## config.mk

```make
export PLATFORM = sky130hd
export DESIGN_NAME = vsi_leg
export DESIGN_NICKNAME = d
export VERILOG_FILES = /design/src/rtl/vsi_pkg.sv /design/src/rtl/vsi_leg.sv
export SDC_FILE = /design/constraint.sdc
export NUM_CORES = 1
export LEC_CHECK = 0
export BUFFER_PORTS_ARGS = -buffer_cell sky130_fd_sc_hd__buf_2
export CAP_MARGIN = 20
export CORE_ASPECT_RATIO = 2
export CORE_MARGIN = 2
export CORE_UTILIZATION = 55
export DETAILED_ROUTE_END_ITERATION = 6
export PLACE_DENSITY = 0.88
export SLEW_MARGIN = 20
export SYNTH_ARGS = -nofsm -noshare
export SYNTH_HDL_FRONTEND = slang
export SYNTH_SLANG_ARGS = --single-unit
```

## constraint.sdc

```tcl
create_clock -name clk -period 10.45 [get_ports clk]
set_clock_uncertainty 0.15 [all_clocks]
set_input_delay 1.5675 -clock clk [delete_from_list [all_inputs] [get_ports clk]]
set_output_delay 1.5675 -clock clk [all_outputs]
set_load 0.01 [all_outputs]
```

## src/rtl/vsi_pkg.sv

```systemverilog
// Package: shared constants and types for the inverter switching-function model.
// Assumes three legs ordered a, b, c at indices 0, 1, 2.
package vsi_pkg;
    localparam int NLEG = 3;

    // Device model selected at each step.
    typedef enum logic {
        SW_IDEAL = 1'b0,
        SW_LOSSY = 1'b1
    } sw_mode_e;
endpackage

```

## src/rtl/vsi_leg.sv

```systemverilog
// One inverter leg: switching function, conduction function, lossy drop and
// pole voltage. Registers its results on a step strobe and keeps the load
// current of the previous step for the forward-Euler derivative.
// Assumes all quantities share one LSB scale; LDI_MUL stands for L/Ts.
module vsi_leg
    import vsi_pkg::*;
#(
    parameter int DW      = 16,
    parameter int RON_MUL = 3,
    parameter int RON_SH  = 4,
    parameter int VF_DROP = 20,
    parameter int LDI_MUL = 5,
    parameter int LDI_SH  = 2
) (
    input  logic                 clk,
    input  logic                 rst_n,
    input  logic                 step_i,
    input  sw_mode_e             mode_i,
    input  logic                 gate_hi_i,
    input  logic                 gate_lo_i,
    input  logic signed [DW-1:0] vdc_i,
    input  logic signed [DW-1:0] i_load_i,
    output logic signed [DW-1:0] pole_o,
    output logic signed [DW-1:0] i_hi_o,
    output logic signed [DW-1:0] i_lo_o
);
    localparam int WW = DW + 16;
    localparam logic signed [WW-1:0] MAXV  = (WW'(1) <<< (DW - 1)) - WW'(1);
    localparam logic signed [WW-1:0] MINV  = -MAXV - WW'(1);
    localparam logic signed [WW-1:0] K_RON = WW'(RON_MUL);
    localparam logic signed [WW-1:0] K_VF  = WW'(VF_DROP);
    localparam logic signed [WW-1:0] K_LDI = WW'(LDI_MUL);

    logic signed [DW-1:0] i_prev;
    logic signed [WW-1:0] vdc_w, i_w, ip_w, half, ideal, mag;
    logic signed [WW-1:0] rterm, rf, di, lterm, pole_raw;

    // Clamp a wide value into the DW-bit signed range.
    function automatic logic signed [DW-1:0] sat_dw(input logic signed [WW-1:0] x);
        if (x > MAXV)      return MAXV[DW-1:0];
        else if (x < MINV) return MINV[DW-1:0];
        else               return x[DW-1:0];
    endfunction

    // Pole voltage from the switching function plus the optional device drop.
    always_comb begin
        vdc_w = WW'(vdc_i);
        i_w   = WW'(i_load_i);
        ip_w  = WW'(i_prev);
        half  = vdc_w >>> 1;
        ideal = gate_hi_i ? half : -half;
        mag   = i_w[WW-1] ? -i_w : i_w;
        rterm = (mag * K_RON) >>> RON_SH;
        if (i_w[WW-1])         rf = -(rterm + K_VF);
        else if (i_w != '0)    rf = rterm + K_VF;
        else                   rf = '0;
        di    = i_w - ip_w;
        lterm = (di * K_LDI) >>> LDI_SH;
        pole_raw = (mode_i == SW_LOSSY) ? (ideal - rf - lterm) : ideal;
    end

    // Stage A: register the leg results and the current sample at each step.
    always_ff @(posedge clk) begin
        if (!rst_n) begin
            pole_o <= '0;
            i_hi_o <= '0;
            i_lo_o <= '0;
            i_prev <= '0;
        end else if (step_i) begin
            pole_o <= sat_dw(pole_raw);
            i_hi_o <= gate_hi_i ? i_load_i : '0;
            i_lo_o <= gate_lo_i ? i_load_i : '0;
            i_prev <= i_load_i;
        end
    end
endmodule

```

* Word level (Yosys, flattened, before mapping)
Index checks and enable logic that the tools add are counted.
** Cells by class
- Add/sub/neg operators :: 7
- Multiply operators :: 2
- Order comparisons :: 2
- Mux-type cells :: 9
- Reductions and logical operators :: 1
** Operators with widths (count)
- $mux 32 :: 5
- $mux 16 :: 4
- $gt 32x16->1 const B :: 1
- $lt 32x16->1 const B :: 1
- $mul 32x3->32 const B :: 1
- $neg 15->32 :: 1
- $neg 16->32 :: 1
- $neg 32->32 :: 1
- $reduce_bool 32->1 :: 1
- $sub 32x19->32 :: 1
- $sub 32x32->32 :: 1
- $add 28x6->29 const B :: 1
- $mul 17x4->21 const B :: 1
- $sub 16x16->17 :: 1
** Storage, ports and cells
- Register bits after elaboration :: 64
- Input bits :: 38
- Output and inout bits :: 48
- Logic and storage cells :: 25

* Logic depth before layout (Yosys ltp)
- Depth in word-level cells :: 12
- Depth in mapped cells :: 45
- Gate-level depth less buffers :: 42

* Least setup slack after synthesis
No wires, ideal clock.
- Path kind :: input to register
- From :: in i_load_i[0]
- To :: reg pole_o[4]
- Setup time :: 117 ps
- Arrival time :: 11079 ps
- Data required time :: 10183 ps
- Path slack :: -896 ps
- Cell stages on the path :: 43
- Path buffers :: 3
- Cell sequence :: buf_2 inv_1 ha_1 nor2b_1 o21ai_0 a21boi_0 o21ai_0 nand2_1 a21o_1 a21o_1 a21o_1 a21oi_1 o21bai_1 a21o_1 a21o_1 a211oi_1 nor2_1 ha_1 (+7 left out) fa_1 ha_1 clkbuf_1 a21o_1 a21o_1 a211oi_1 o21ai_0 a21oi_1 or4bb_1 o211ai_1 xor2_1 xnor2_1 nand2_1 mux2_4 mux2i_2 buf_4 o211ai_1 a22o_1
** On the way
- Cells in the longest elaborated chain, start to end :: 12
- Elaborated cells between the ends (all ways) :: 17
- Those cells by class :: 6 x add/sub; 2 x mul; 2 x order compare; 6 x mux; 1 x reduce/logical
** Ends and longest elaborated chain
- start: declaration :: RTL line vsi_leg.sv:22 : input logic signed [DW-1:0] i_load_i,
- $neg 16->32 :: RTL line vsi_leg.sv:52 : mag = i_w[WW-1] ? -i_w : i_w;
- $mux 32 :: RTL line vsi_leg.sv:52
- $mul 32x3->32 :: RTL line vsi_leg.sv:53 : rterm = (mag * K_RON) >>> RON_SH;
- $add 28x6->29 :: RTL line vsi_leg.sv:54, vsi_leg.sv:55
- $neg 32->32 or $mux 32 (tied branches) :: RTL line vsi_leg.sv:54, vsi_leg.sv:55
- $mux 32 :: RTL line vsi_leg.sv:54 : if (i_w[WW-1]) rf = -(rterm + K_VF);
- $sub 32x32->32 :: RTL line vsi_leg.sv:59 : pole_raw = (mode_i == SW_LOSSY) ? (ideal - rf - lterm) : ideal;
- $sub 32x19->32 (*) :: RTL line vsi_leg.sv:59
- $mux 32 (*) :: RTL line vsi_leg.sv:59
- $lt 32x16->1 :: RTL line vsi_leg.sv:41 : else if (x < MINV) return MINV[DW-1:0];
- $mux 16 :: RTL line vsi_leg.sv:41
- $mux 16 (*) :: RTL line vsi_leg.sv:40 : if (x > MAXV) return MAXV[DW-1:0];
- end signal: assignment :: RTL line vsi_leg.sv:70 : pole_o <= sat_dw(pole_raw);
- end: declaration :: RTL line vsi_leg.sv:23 : output logic signed [DW-1:0] pole_o,
Mark *: on every way between the ends. The rest lies on a longest branch, timed or not.
A chain may end at the register's enable or synchronous reset.

* Worst setup path in the final report
- From :: in i_load_i[15]
- To :: reg pole_o[1]
Same word-level chain as after synthesis.

==> flow_summary.json <==
{
  "die_area_um2": 21310,
  "synthArstFlopShare_pct": 0,
  "finalSetupViolations": 16,
  "worst-path-buf-inv": 7,
  "max_stage_delay_ns": 0.53,
  "tightest_slew_ns": 1.099,
  "fin_setup_tns_ns": -2.995,
  "path_max_fanout": 17,
  "grt_remaining_overflow": 0,
  "drc_errors": 2,
  "cts.path.max_buffers": 2,
  "cts_made_buffers": 9,
  "area.growth.synth_to_final_pct": 30.69,
  "cts_tree": "done",
  "hold_viol_final": 0,
  "crit_type": "in2reg",
  "dr_total_vias": 13680,
  "status": "complete, but fails checks",
  "whs_ns": 0.3308,
  "path_clk_slew_ns": 0.06,
  "drtIter0Drc": 1486,
  "ant_nets": 0,
  "fp.dieH_um": 204.4,
  "ys_ff_latch": 64,
  "final_area_um2": 14440,
  "switching_power_w": 0.002504,
  "synthesis.area_um2": 11050,
  "fill_cells": 1287,
  "grt_max_degree": 87,
  "pin_count": 86,
  "drt_first_pass_iters": 7,
  "syn_area_per_cell_um2": 7.460,
  "multi_input_area_um2": 9852,
  "combPwrFrac_pct": 87.7,
  "cpLargestDelayFamily": "compound AO/OA/AOI/OAI gates",
  "clkPwrFrac_pct": 6.4,
  "routed_wl_um": 43650,
  "core_area_um2": 19820,
  "ff_latch_area_um2": 1281,
  "clk_latency_ns": 0.34,
  "post-route-period-util_pct": 102.4,
  "antenna_found_initial": 0,
  "setup_slack_ns": -0.2466,
  "power.density_nw_per_um2": 336.2,
  "slew_violations": 0,
  "grt_pass1_vias": 12840,
  "die_x_um": 104.2,
  "max-slew-margin-rel_pct": 25.93,
  "leakage_nw": 6.660,
  "place.gp.congestion": 0.9759,
  "synth_ff_type": "dfxtp_1",
  "grt_pass1_wl_um": 59510,
  "start_util_pct": 55.74,
  "dpl.cell_count": 2003,
  "arrival_ns": 10.77,
  "ys_seq_area_share_pct": 11.60,
  "cts_root_buf": "clkbuf_16",
  "synth.distinct_cells": 90,
  "failed_checks": "DRC, setup timing",
  "num_rows": 73,
  "cpMostUsedCell": "buf_4",
  "worstPathRequired_ns": 10.53,
  "max_freq_mhz": 93.49,
  "insertedDiodeCount": 0,
  "slowest_stage": "fa_1",
  "irDropWorstVdd_mv": 0.2619,
  "wire_per_inst_um": 21.41,
  "post-route-min-period_ns": 10.70,
  "final_cells": 2039,
  "worst_setup_path_start_kind": "primary input",
  "dpl.hpwl_um": 28360,
  "io_buffer_count": 84,
  "syn_inst": 1481,
  "drv_cap": 0,
  "ys.warnings.count": 0,
  "finalPower_w": 0.004854,
  "vias_per_cell": 6.708,
  "p_seq_share_pct": 6.0,
  "ctsHtreeMaxLevel": 3,
  "final_nets": 1974,
  "endpoint_kind": "register",
  "synth_edf_count": 0,
  "hold_class": "reg2reg",
  "clkSinkCount": 64,
  "swShare_pct": 51.58,
  "p_int_w": 0.002350,
  "postPlaceCellArea_um2": 13340,
  "grtUsageTotal_pct": 34.34,
  "drive_gt1_share_pct": 26.84
}
through the flow:
stage / util [%] / worst slack, ns
finish: 72.85 / -0.2466
detailed placement: 67.28 / -0.6886
global placement: 67.28 / -0.5169
global route: 72.85 / -0.7319
floorplan: - / 0.05082
CTS: 69.20 / -0.01569
cells by family (layout without fill, tap and decap cells):
group | Yosys count | after routing | synth area share [%]
buf+inv | 171 | 447 | 6.036
compound gates | 422 | 422 | 25.96
other cells | 1 | 21 | 0.03394
flops | 64 | 64 | 11.60
simple gates | 520 | 520 | 23.99
xor+xnor | 110 | 110 | 8.788
fa+ha+maj | 164 | 164 | 20.82
mux | 29 | 29 | 2.786
cells in the final DEF (no fill, tap or decap), types with 35 or more instances in the layout:
master | netlist | routed
o21ai_0 | 83 | 63
nand2b_1 | 45 | 43
ha_1 | 131 | 120
inv_1 | 99 | 98
xnor2_1 | 75 | 66
a21oi_1 | 87 | 69
a21boi_0 | 40 | 35
buf_2 | 11 | 83
nand3_1 | 79 | 76
buf_4 | 1 | 242
dfxtp_1 | 64 | 64
nor2_1 | 98 | 96
nand2_1 | 124 | 118
a21o_1 | 35 | 35
metal layers:
layer / part of all wire, % / up-vias / track usage, %
met2: 49 / 1031 / 66.45
li1: - / 5906 / -
met3: 7.5 / 450 / 4.496
met4: 13 / 0 / 31.13
met5: 0 / - / 0
met1: 31 / 6290 / 30.01
final cells by class:
class | count | share of cell area, %
Clock buffer | 9 | 1.560
Sequential cell | 64 | 8.874
Inverter | 101 | 2.652
Tap cell | 262 | 2.270
Multi-Input combinational cell | 1266 | 68.23
Clock inverter | 7 | 0.5026
Timing Repair Buffer | 330 | 15.91
Yosys cell counts (11+ instances only):
| cell type | instances | area [µm²] |
|---|---|---|
| nand4_1 | 18 | 112.6 |
| nor4_1 | 12 | 75.07 |
| fa_1 | 33 | 660.6 |
| nor3_1 | 32 | 160.2 |
| o21bai_1 | 11 | 82.58 |
| a211oi_1 | 18 | 135.1 |
| a21oi_1 | 87 | 435.4 |
| nand3_1 | 79 | 395.4 |
| mux2i_1 | 22 | 220.2 |
| dfxtp_1 | 64 | 1281 |
| a22o_1 | 13 | 113.9 |
| o31ai_1 | 15 | 112.6 |
| xnor2_1 | 75 | 656.9 |
| nand2b_1 | 45 | 281.5 |
| o211ai_1 | 21 | 157.7 |
| a21o_1 | 35 | 262.8 |
| buf_2 | 11 | 55.05 |
| clkbuf_1 | 53 | 198.9 |
| nor2b_1 | 32 | 200.2 |
| and3_1 | 14 | 87.58 |
| a21boi_0 | 40 | 300.3 |
| ha_1 | 131 | 1639 |
| inv_1 | 99 | 371.6 |
| o21a_1 | 17 | 127.6 |
| nor2_1 | 98 | 367.9 |
| and2_1 | 13 | 81.33 |
| nand2_1 | 124 | 465.5 |
| xor2_1 | 34 | 297.8 |
| o21ai_0 | 83 | 415.4 |
sequential cells by signal, indices dropped and copies added, names as in the netlist:
signal,flops
i_lo_o,16
pole_o,16
i_hi_o,16
i_prev,16
path summary, 6_finish.rpt:
kind	slack, ns	cells after the start	from	endpoint
worst max-delay path	-0.25	39	i_load_i[15]	pole_o[1]
worst min-delay path	0.33	1	pole_o[14]	pole_o[14]
worst max register to register	0.93	44	i_prev[1]	pole_o[1]
worst min register to register	0.33	1	pole_o[14]	pole_o[14]
power groups by stage:
stage | sequential, W | combinational (W) | clock, W
floorplan | 0.000301 | 0.00240 | 0
global placement | 0.000291 | 0.00344 | 0
detailed placement | 0.000293 | 0.00361 | 0
CTS | 0.000288 | 0.00369 | 0.000306
global route | 0.000291 | 0.00452 | 0.000315
finish | 0.000289 | 0.00426 | 0.000310
repair_timing:
| action | in CTS | in global routing |
|---|---|---|
| endpoints found under the setup margin | 16 | 16 |
| pin swaps | 4 | 52 |
| resized for setup | 17 | 131 |
| hold buffers | 0 | 0 |
| endpoints found under the hold margin | 0 | 0 |
| buffers inserted | 1 | 19 |
No activity file was read; power rests on OpenSTA's default activity.
